===== config.mk =====
export PLATFORM = sky130hd
export DESIGN_NAME = uart_irq_ctrl
export DESIGN_NICKNAME = d
export VERILOG_FILES = /design/src/rtl/uart_irq_pkg.sv /design/src/rtl/irq_src_latch.sv /design/src/rtl/irq_mode_decode.sv /design/src/rtl/irq_prio_enc.sv /design/src/rtl/uart_irq_ctrl.sv
export SDC_FILE = /design/constraint.sdc
export NUM_CORES = 1
export LEC_CHECK = 0
export ABC_AREA = 1
export CAP_MARGIN = 20
export CORE_UTILIZATION = 50
export CTS_CLUSTER_DIAMETER = 60
export DETAILED_ROUTE_END_ITERATION = 8
export DONT_BUFFER_PORTS = 1
export SLEW_MARGIN = 20
export SYNTH_ARGS = -nofsm -noshare
export SYNTH_HDL_FRONTEND = slang
export SYNTH_SLANG_ARGS = --single-unit
export TNS_END_PERCENT = 100

===== constraint.sdc =====
create_clock -name clk -period 1.5 [get_ports clk]
set_input_delay 0.375 -clock clk [delete_from_list [all_inputs] [get_ports clk]]
set_output_delay 0.375 -clock clk [all_outputs]
set_load 0.02 [all_outputs]

===== src/rtl/uart_irq_pkg.sv =====
package uart_irq_pkg;
  localparam int IER_W = 8;
  localparam int ID_W  = 4;
  localparam int NLAT  = 6;   // latched: rxs, thr, msr, spc, rts, cts
  localparam int NPRI  = 6;   // ranked: rxs, rxd, thr, msr, spc, fc

  localparam int L_RXS = 0;
  localparam int L_THR = 1;
  localparam int L_MSR = 2;
  localparam int L_SPC = 3;
  localparam int L_RTS = 4;
  localparam int L_CTS = 5;

  typedef enum logic [ID_W-1:0] {
    IID_MSR  = 4'h0,
    IID_NONE = 4'h1,
    IID_THR  = 4'h2,
    IID_RXD  = 4'h4,
    IID_RXS  = 4'h6,
    IID_SPC  = 4'h8,
    IID_FC   = 4'hA
  } iid_e;

  // Highest-ranked active source; index 0 wins.
  function automatic iid_e prio_pick(input logic [NPRI-1:0] act);
    iid_e r;
    if      (act[0]) r = IID_RXS;
    else if (act[1]) r = IID_RXD;
    else if (act[2]) r = IID_THR;
    else if (act[3]) r = IID_MSR;
    else if (act[4]) r = IID_SPC;
    else if (act[5]) r = IID_FC;
    else             r = IID_NONE;
    return r;
  endfunction

  // Bit 5 doubles as a sleep bit only in the plain legacy mode.
  function automatic logic sleep_bits(input logic [IER_W-1:0] ier,
                                      input logic nine, input logic enh,
                                      input logic c750);
    return ier[4] | (ier[5] & ~nine & ~enh & c750);
  endfunction
endpackage


===== src/rtl/irq_src_latch.sv =====
module irq_src_latch (
  input  logic clk,
  input  logic rst_n,
  input  logic set,
  input  logic clr,
  output logic q
);
  always_ff @(posedge clk) begin
    if (!rst_n)   q <= 1'b0;
    else if (set) q <= 1'b1;
    else if (clr) q <= 1'b0;
  end


  set_wins_chk: assert property (@(posedge clk) disable iff (!rst_n)
    set |=> q);

  clr_takes_chk: assert property (@(posedge clk) disable iff (!rst_n)
    (clr && !set) |=> !q);
endmodule


===== src/rtl/irq_mode_decode.sv =====
module irq_mode_decode
  import uart_irq_pkg::*;
(
  input  logic             clk,
  input  logic             rst_n,
  input  logic [IER_W-1:0] ier,
  input  logic             nine_bit,
  input  logic             enhanced,
  input  logic             compat750,
  input  logic             xoff_fc_en,
  input  logic             xoff2_en,
  input  logic             rx_status_evt,
  input  logic             addr_bit_evt,
  input  logic             thr_empty_evt,
  input  logic             modem_evt,
  input  logic             spec_match_evt,
  input  logic             xoff_evt,
  input  logic             xoff2_evt,
  input  logic             rts_evt,
  input  logic             cts_evt,
  output logic [NLAT-1:0]  set_lat,
  output logic [NLAT-1:0]  en_lat,
  output logic             en_rxd,
  output logic             sleep_bit
);
  logic spc_mode_ok;
  logic spc_evt_enh;

  assign spc_mode_ok = nine_bit | enhanced;
  assign spc_evt_enh = (xoff_fc_en & xoff_evt) | (xoff2_en & xoff2_evt);

  always_comb begin
    set_lat        = '0;
    set_lat[L_RXS] = rx_status_evt | (nine_bit & addr_bit_evt);
    set_lat[L_THR] = thr_empty_evt;
    set_lat[L_MSR] = modem_evt;
    set_lat[L_SPC] = nine_bit ? spec_match_evt : (enhanced & spc_evt_enh);
    set_lat[L_RTS] = rts_evt;
    set_lat[L_CTS] = cts_evt;

    en_lat        = '0;
    en_lat[L_RXS] = ier[2];
    en_lat[L_THR] = ier[1];
    en_lat[L_MSR] = ier[3];
    en_lat[L_SPC] = ier[5] & spc_mode_ok;
    en_lat[L_RTS] = enhanced ? ier[6] : 1'b1;
    en_lat[L_CTS] = enhanced ? ier[7] : 1'b1;
  end

  assign en_rxd    = ier[0];
  assign sleep_bit = sleep_bits(ier, nine_bit, enhanced, compat750);


  addr_ignored_chk: assert property (@(posedge clk) disable iff (!rst_n)
    (!nine_bit && !rx_status_evt) |-> !set_lat[L_RXS]);
endmodule


===== src/rtl/irq_prio_enc.sv =====
module irq_prio_enc
  import uart_irq_pkg::*;
(
  input  logic            clk,
  input  logic            rst_n,
  input  logic [NPRI-1:0] act,
  output iid_e            id,
  output logic            any
);
  assign id  = prio_pick(act);
  assign any = |act;


  none_code_chk: assert property (@(posedge clk) disable iff (!rst_n)
    !any |-> (id == IID_NONE));
endmodule


===== src/rtl/uart_irq_ctrl.sv =====
module uart_irq_ctrl
  import uart_irq_pkg::*;
(
  input  logic             clk,
  input  logic             rst_n,
  input  logic             ier_wr,
  input  logic [IER_W-1:0] ier_wdata,
  input  logic             nine_bit,
  input  logic             enhanced,
  input  logic             compat750,
  input  logic             xoff_fc_en,
  input  logic             xoff2_en,
  input  logic             rx_level_ok,
  input  logic             rx_status_evt,
  input  logic             addr_bit_evt,
  input  logic             thr_empty_evt,
  input  logic             modem_evt,
  input  logic             spec_match_evt,
  input  logic             xoff_evt,
  input  logic             xoff2_evt,
  input  logic             rts_evt,
  input  logic             cts_evt,
  input  logic             lsr_rd,
  input  logic             msr_rd,
  input  logic             iid_rd,
  input  logic             thr_wr,
  output logic [IER_W-1:0] ier_q,
  output logic             irq,
  output logic [ID_W-1:0]  irq_id,
  output logic             sleep_req
);
  logic [NLAT-1:0] set_lat;
  logic [NLAT-1:0] clr_lat;
  logic [NLAT-1:0] en_lat;
  logic [NLAT-1:0] pend_q;
  logic [NPRI-1:0] act;
  logic            en_rxd;
  logic            sleep_bit;
  logic            any_act;
  iid_e            cur_id;

  always_ff @(posedge clk) begin
    if (!rst_n)      ier_q <= '0;
    else if (ier_wr) ier_q <= ier_wdata;
  end

  irq_mode_decode u_dec (
    .clk(clk), .rst_n(rst_n), .ier(ier_q),
    .nine_bit(nine_bit), .enhanced(enhanced), .compat750(compat750),
    .xoff_fc_en(xoff_fc_en), .xoff2_en(xoff2_en),
    .rx_status_evt(rx_status_evt), .addr_bit_evt(addr_bit_evt),
    .thr_empty_evt(thr_empty_evt), .modem_evt(modem_evt),
    .spec_match_evt(spec_match_evt), .xoff_evt(xoff_evt),
    .xoff2_evt(xoff2_evt), .rts_evt(rts_evt), .cts_evt(cts_evt),
    .set_lat(set_lat), .en_lat(en_lat), .en_rxd(en_rxd),
    .sleep_bit(sleep_bit)
  );

  // Clear conditions; identifier read drains the reported source.
  always_comb begin
    clr_lat        = '0;
    clr_lat[L_RXS] = lsr_rd;
    clr_lat[L_THR] = thr_wr | (iid_rd & (cur_id == IID_THR));
    clr_lat[L_MSR] = msr_rd;
    clr_lat[L_SPC] = iid_rd & (cur_id == IID_SPC);
    clr_lat[L_RTS] = iid_rd & (cur_id == IID_FC);
    clr_lat[L_CTS] = iid_rd & (cur_id == IID_FC);
  end

  for (genvar g = 0; g < NLAT; g++) begin : g_lat
    irq_src_latch u_lat (
      .clk(clk), .rst_n(rst_n),
      .set(set_lat[g]), .clr(clr_lat[g]), .q(pend_q[g])
    );
  end

  assign act[0] = pend_q[L_RXS] & en_lat[L_RXS];
  assign act[1] = rx_level_ok & en_rxd;
  assign act[2] = pend_q[L_THR] & en_lat[L_THR];
  assign act[3] = pend_q[L_MSR] & en_lat[L_MSR];
  assign act[4] = pend_q[L_SPC] & en_lat[L_SPC];
  assign act[5] = (pend_q[L_RTS] & en_lat[L_RTS]) |
                  (pend_q[L_CTS] & en_lat[L_CTS]);

  irq_prio_enc u_pri (
    .clk(clk), .rst_n(rst_n), .act(act), .id(cur_id), .any(any_act)
  );

  assign irq       = any_act;
  assign irq_id    = cur_id;
  assign sleep_req = sleep_bit & ~any_act;


  irq_id_agree_chk: assert property (@(posedge clk) disable iff (!rst_n)
    irq == (irq_id != IID_NONE));

  no_sleep_irq_chk: assert property (@(posedge clk) disable iff (!rst_n)
    !(sleep_req && irq));

  cts_always_on_chk: assert property (@(posedge clk) disable iff (!rst_n)
    (!enhanced && pend_q[L_CTS]) |-> irq);

  reset_clears_chk: assert property (@(posedge clk)
    !rst_n |=> (ier_q == '0));
endmodule


==> impl_metrics.csv, run 1 <==
group,metric,value,unit
run_status,outcome,"complete, but fails checks",
run_status,violations,"setup timing",
yosys,synth_top_area_share,41.1,%
power,pwr_density_cell,1030,nW/um2
yosys,ys_top_cells_by_count,"nand2_1, nor2_1, inv_1",
power,p_clk_share,29.4,%
routing,vias,692,
floorplanning,die_w,38.9,um
clocking,ctsLongestPathBuffers,2,
yosys,synth_fp_nets,132,
global_routing,first_global_vias,657,
worst_setup_path,r2r_setup_slack,170,ps
sta,rsz0062_at_grt,"true",
sta,hold_violations,0,
yosys,ys.flop_type,"dfxtp_1",
clocking,cts_sinks,14,
cells_and_area,diodes,0,
sta,setup_violations,5,
floorplanning,io_pins,44,
clocking,root_buffer,"clkbuf_4",
clocking,cts_tree,"done",
power,vdd_drop_max,0.770,mV
global_routing,overflow,0,
global_routing,grt_max_degree,11,
placed_design,numPortBuffers,0,
sta,finalWorstSetupSlack,-183,ps
sta,max_clock_freq,594,MHz
sta,slew_violations,0,
global_routing,grt_antenna_before_repair,0,
worst_setup_path,end_kind,"output port",
worst_hold_path,min_path_cells,2,
yosys,synth.area.top_cells,"dfxtp_1, nand2_1, nor2_1",
cells_and_area,syn_to_final_growth,34.7,%
worst_setup_path,crit_type,"reg2out",
power,leakage,0.464,nW
cells_and_area,finalInstanceArea,918,um2
worst_setup_path,r2r-end,"g_lat[3].u_lat.q$_SDFFE_PN0P_",
cells_and_area,num-nets-final,153,
power,p_sw,0.299,mW
worst_hold_path,min_path_type,"in2reg",
power,p_int,0.651,mW
routing,avgRoutedWirePerCell,12.7,um
worst_setup_path,r2r_start,"ier_q[6]$_SDFFE_PN0P_",
worst_setup_path,r2r_cells,12,
placed_design,dpl_cell_area,810,um2
routing,dr.pass1.iters,4,
worst_setup_path,crit_arrival,1310,ps
cells_and_area,layout-drive-gt1-share,38.5,%
routing,drc,0,
floorplanning,rows,12,
sta,period_share,112,%
yosys,synth_edf_count,0,
sta,fin_worst_skew,1.21,ps
clocking,path_clk_slew,90,ps
floorplanning,dieHeight,38.9,um
clocking,cts_buffers,3,
sta,finalSetupTns,-527,ps
yosys,synth_area_per_cell,6.69,um2
sta,tightest_slew,279,ps
yosys,seq_area_frac_synth,41.1,%
clocking,insertion_delay,280,ps
sta,fin_crit,1680,ps
yosys,synthArstFlopShare,0,%
worst_setup_path,crit_path_start_kind,"register",
floorplanning,die-area,1520,um2
yosys,synth-seq-cells,14,
yosys,synth_most_common_cell,"nand2_1",
routing,via_per_inst,5.09,
global_routing,grt_usage,27.2,%
routing,drt_iter0_markers,9,
power,p_comb_share,26.8,%
placed_design,dp_hpwl,1.28,mm
yosys,synth_area_leader_cell,"dfxtp_1",
yosys,synth_area,682,um2
floorplanning,start_util,57.5,%
placed_design,place_congestion,0.830,
worst_hold_path,holdPathEnd,"g_lat[2].u_lat.q$_SDFFE_PN0P_",
worst_setup_path,cp.required,1120,ps
power,switching_share,31.4,%
global_routing,grt_pass1_wl,2.75,mm
worst_hold_path,min_from,"modem_evt",
routing,routed_wl,1.73,mm
routing,ant_nets,0,
power,p_seq_share,43.8,%
sta,timing.slew.headroom,81.3,%
yosys,yosys_warnings,0,
clocking,hold_buffers,0,
worst_setup_path,cp_max_fo,3,
job,drv_cap,0,
floorplanning,core,1190,um2
yosys,yosysUniqueCellTypes,16,
clocking,cts_htree_levels,1,
yosys,syn_inst,102,
## flip-flops by register name (all words and copies together) (netlist names)
register	count
g_lat.u_lat.q	6
ier_q	8
## placed cells by master (no fill, tap or decap), types with 2 or more instances in the layout
cell type	count
buf_4	16
nand2_2	10
nor2_2	2
inv_1	11
nor2_4	2
o21ai_0	8
nand2_1	14
a21oi_1	10
nand2_4	2
dfxtp_1	10
clkbuf_4	3
inv_2	3
nor2_1	17
dfxtp_2	4
## metrics by stage
step / std cells / worst slack (ps) / utilization, % / power, mW / hold WS (ps)
after global routing: 136 / -264 / 77.4 / 0.990 / 212
after global placement: 127 / 16.7 / 68.2 / 0.634 / 448
final: 136 / -183 / 77.4 / 0.950 / 209
after CTS: 135 / -146 / 75.0 / 0.931 / 211
after detailed placement: 127 / -3.79 / 68.2 / 0.639 / 462
after floorplan: 102 / -171 / - / 0.579 / 439
## final cells by class
cell class	instances	area [um2]
sequential	14	285
clock buffer	4	36.3
tap	14	17.5
timing repair buffer	17	131
multi-input combinational	71	385
fill	101	268
inverter	16	62.6
## how the worst max path moves through the flow
| stage | start | endpoint | cells after the start |
|---|---|---|---|
| 6_report | ier_q[6]$_SDFFE_PN0P_ | irq_id[1] | 9 |
| 5_1_grt | ier_q[6]$_SDFFE_PN0P_ | irq_id[1] | 9 |
| 4_1_cts | ier_q[6]$_SDFFE_PN0P_ | sleep_req | 7 |
| 3_5_place_dp | nine_bit | sleep_req | 7 |
| 3_3_place_gp | nine_bit | sleep_req | 7 |
| 2_1_floorplan | nine_bit | sleep_req | 7 |
## power groups by stage
stage / sequential, mW / clock, mW / combinational [mW]
finish: 0.416 / 0.280 / 0.254
global placement: 0.422 / 0 / 0.212
global route: 0.419 / 0.292 / 0.278
CTS: 0.415 / 0.278 / 0.238
floorplan: 0.439 / 0 / 0.140
detailed placement: 0.423 / 0 / 0.216
## cell families (layout without fill, tap and decap cells)
family                 Yosys count  count (layout)  share of synthesized area, %
AOI/OAI and AO/OA               20              20                          15.4
buffers and inverters           17              37                          9.91
DFF                             14              14                          41.1
and+or+nand+nor                 51              51                          33.6
## worst max-delay path, cell delays in order (launching register included)
cell	delay, ps
dfxtp_2	340
inv_2	40
nand2_2	50
nand2_2	60
buf_4	130
nand2_1	70
nand2_1	50
nand2_1	60
nand2_2	90
nand2_4	130
## routing by layer
metal,part of all wire [%],global-route usage [%],wire [um],vias to the layer above
li1,-,-,-,358
met1,41,30.5,709,303
met2,48,45.0,837,29
met3,10,11.6,172,2
met4,0.46,10.3,8,0
met5,0,0,0,-
## what timing repair did
item	CTS	global route
cloned	0	0
endpoints found under the setup margin	5	5
resized for setup	7	7
hold endpoints to repair	0	0
pin swaps	4	3
setup buffers	4	1
No activity file was read; power rests on OpenSTA's default activity.
==> inputs of run 2 (changes only) <==
--- a/config.mk
+++ b/config.mk
@@ -5,7 +5,6 @@
 export SDC_FILE = /design/constraint.sdc
 export NUM_CORES = 1
 export LEC_CHECK = 0
-export ABC_AREA = 1
 export CAP_MARGIN = 20
 export CORE_UTILIZATION = 50
 export CTS_CLUSTER_DIAMETER = 60
==> impl_metrics.csv, run 2 <==
group,metric,value,unit
run_status,outcome,"complete, but fails checks",
run_status,violations,"setup timing",
yosys,ys_top_cells_by_count,"dfxtp_1, nor2b_1, mux2i_1",
yosys,synthMuxAreaShare,11.0,%
yosys,synthArstFlopShare,0,%
sta,whs,218,ps
clocking,cts_htree_levels,1,
routing,avgRoutedWirePerCell,13.2,um
worst_setup_path,r2r-end,"g_lat[3].u_lat.q$_SDFFE_PN0P_",
global_routing,busiest_layer,"met2",
cells_and_area,layout-drive-gt1-share,46.9,%
yosys,synth_area,728,um2
worst_setup_path,worst_setup_path_startpoint,"ier_q[6]$_SDFFE_PN0P_",
yosys,synth-seq-cells,14,
yosys,synth-compound-area-share,19.4,%
worst_setup_path,cp.required,1120,ps
placed_design,numPortBuffers,0,
routing,via_per_inst,5.35,
sta,fin_crit,1890,ps
global_routing,gr-usage-met2,33.1,%
yosys,synth.area.top_cells,"dfxtp_1, mux2i_1, nor2b_1",
sta,timing.slew.headroom,81.1,%
routing,dr.pass1.iters,4,
worst_setup_path,crit_arrival,1510,ps
clocking,cts_tree,"done",
yosys,synth_area_leader_cell,"dfxtp_1",
cells_and_area,final_common_cell,"buf_4",
power,pwr_density_cell,903,nW/um2
clocking,path_clk_slew,80,ps
floorplanning,die-area,1610,um2
clocking,insertion_delay,270,ps
global_routing,grt_pass1_wl,2.01,mm
routing,drc,0,
floorplanning,core,1330,um2
worst_setup_path,crit_path_end,"irq",
yosys,syn_inst,75,
cells_and_area,diodes,0,
global_routing,first_global_vias,522,
worst_setup_path,crit_type,"reg2out",
sta,rsz0062_at_grt,"true",
floorplanning,start_util,54.6,%
cells_and_area,top_regs,"ier_q x8, g_lat.u_lat.q x6",
sta,slew_violations,0,
sta,max_clock_freq,530,MHz
cells_and_area,final_util,74.3,%
cells_and_area,largest_reg_flops,8,
yosys,synth_xor_area_share,0,%
floorplanning,rows,13,
worst_setup_path,r2r_start,"ier_q[6]$_SDFFE_PN0P_",
yosys,synth_fp_nets,105,
yosys,synth_edf_count,0,
worst_setup_path,crit_path_start_kind,"register",
cells_and_area,nFillCells,99,
sta,period_share,126,%
global_routing,overflow,0,
yosys,ys.flop_type,"dfxtp_1",
cells_and_area,finalInstanceArea,991,um2
global_routing,met1_usage,22.3,%
sta,setup_violations,9,
clocking,ctsLongestPathBuffers,2,
worst_setup_path,r2r_cells,10,
floorplanning,die_w,40.2,um
yosys,seq_area_frac_synth,38.5,%
floorplanning,io_pins,44,
yosys,synth_top_area_share,38.5,%
placed_design,dpl_cell_area,908,um2
worst_setup_path,end_kind,"output port",
cells_and_area,multi_input_area,447,um2
sta,tightest_slew,282,ps
global_routing,grt_usage,19.4,%
power,vdd_drop_max,0.547,mV
cells_and_area,syn_to_final_growth,36.1,%
global_routing,grt_util_met3,3.89,%
routing,vias,604,
cells_and_area,num-nets-final,130,
placed_design,dp_hpwl,1.18,mm
worst_setup_path,cp_max_fo,3,
sta,hold_violations,0,
sta,fin_worst_skew,4.23,ps
cells_and_area,final_cell_mix,"buf_4, nor2b_1, mux2i_1, dfxtp_1, dfxtp_2",
worst_setup_path,r2r_setup_slack,-290,ps
yosys,yosysUniqueCellTypes,32,
clocking,cts_sinks,14,
placed_design,dp_slack,-99.5,ps
yosys,yosys_warnings,0,
routing,ant_nets,0,
clocking,root_buffer,"clkbuf_4",
routing,routed_wl,1.49,mm
yosys,synthSimpleGateAreaFrac,26.8,%
cells_and_area,regMostFlops,"ier_q",
power,leakage,0.463,nW
floorplanning,dieHeight,40.2,um
worst_hold_path,min_path_type,"in2reg",
clocking,hold_buffers,0,
yosys,synth_most_common_cell,"dfxtp_1",
sta,finalSetupTns,-2250,ps
placed_design,place_congestion,0.691,
yosys,synth_area_per_cell,9.71,um2
sta,finalWorstSetupSlack,-386,ps
yosys,synth_top_family_by_area,"simple AND/OR/NAND/NOR gates",
clocking,cts_buffers,3,
job,drv_cap,0,
routing,drt_iter0_markers,8,
global_routing,grt_max_degree,16,
cells_and_area,ff_latch_area,288,um2
yosys,synth-adder-area-share,0,%
global_routing,grt_antenna_before_repair,0,
run 2: worst min-delay path by stage:
stage / start / endpoint / slack, ps / depth (start not counted)
4_1_cts: rts_evt / g_lat[4].u_lat.q$_SDFFE_PN0P_ / 220 / 2
2_1_floorplan: g_lat[3].u_lat.q$_SDFFE_PN0P_ / g_lat[3].u_lat.q$_SDFFE_PN0P_ / 440 / 2
6_report: rts_evt / g_lat[4].u_lat.q$_SDFFE_PN0P_ / 220 / 2
3_5_place_dp: g_lat[3].u_lat.q$_SDFFE_PN0P_ / g_lat[3].u_lat.q$_SDFFE_PN0P_ / 460 / 2
3_3_place_gp: g_lat[3].u_lat.q$_SDFFE_PN0P_ / g_lat[3].u_lat.q$_SDFFE_PN0P_ / 450 / 2
5_1_grt: rst_n / g_lat[2].u_lat.q$_SDFFE_PN0P_ / 210 / 1
run 2: area by class of cell:
class                      count  area share (%)
multi-input combinational     54            45.1
inverter                       4            1.52
clock buffer                   3            2.27
tap                           15            1.89
sequential                    14            29.0
timing repair buffer          23            20.2
run 2: kinds of logic after synthesis:
family | after synthesis
AO/OA/AOI/OAI | 16
AND/OR/NAND/NOR | 30
buffers and inverters | 7
multiplexers | 8
flip-flops | 14
run 2: through the flow:
| step | std cells | total power, mW |
|---|---|---|
| after floorplan | 75 | 0.585 |
| after global placement | 106 | 0.662 |
| after detailed placement | 106 | 0.666 |
| after CTS | 113 | 0.896 |
| after global routing | 113 | 0.940 |
| final | 113 | 0.895 |
run 2: power by group:
group | total (mW) | internal [mW] | switching (mW)
clock network | 0.206 | 0.0929 | 0.114
logic | 0.274 | 0.149 | 0.125
registers | 0.414 | 0.399 | 0.0155
run 2: timing repair:
action / in CTS / in global routing
pin swaps: 3 / 4
buffers inserted: 4 / 1
gates cloned: 0 / 0
endpoints found under the setup margin: 7 / 10
resized for setup: 5 / 8
run 2: metal layers:
metal  part of all wire [%]  routed length, um
met4                    1.9                 29
met2                     50                751
met1                     42                626
met3                    5.5                 82
met5                      0                  0
run 2: critical path, stage by stage, from the launching register on:
cell	delay, ps
dfxtp_2	320
nand2b_4	140
a22oi_4	170
and2_4	170
nand4_1	200
buf_4	240
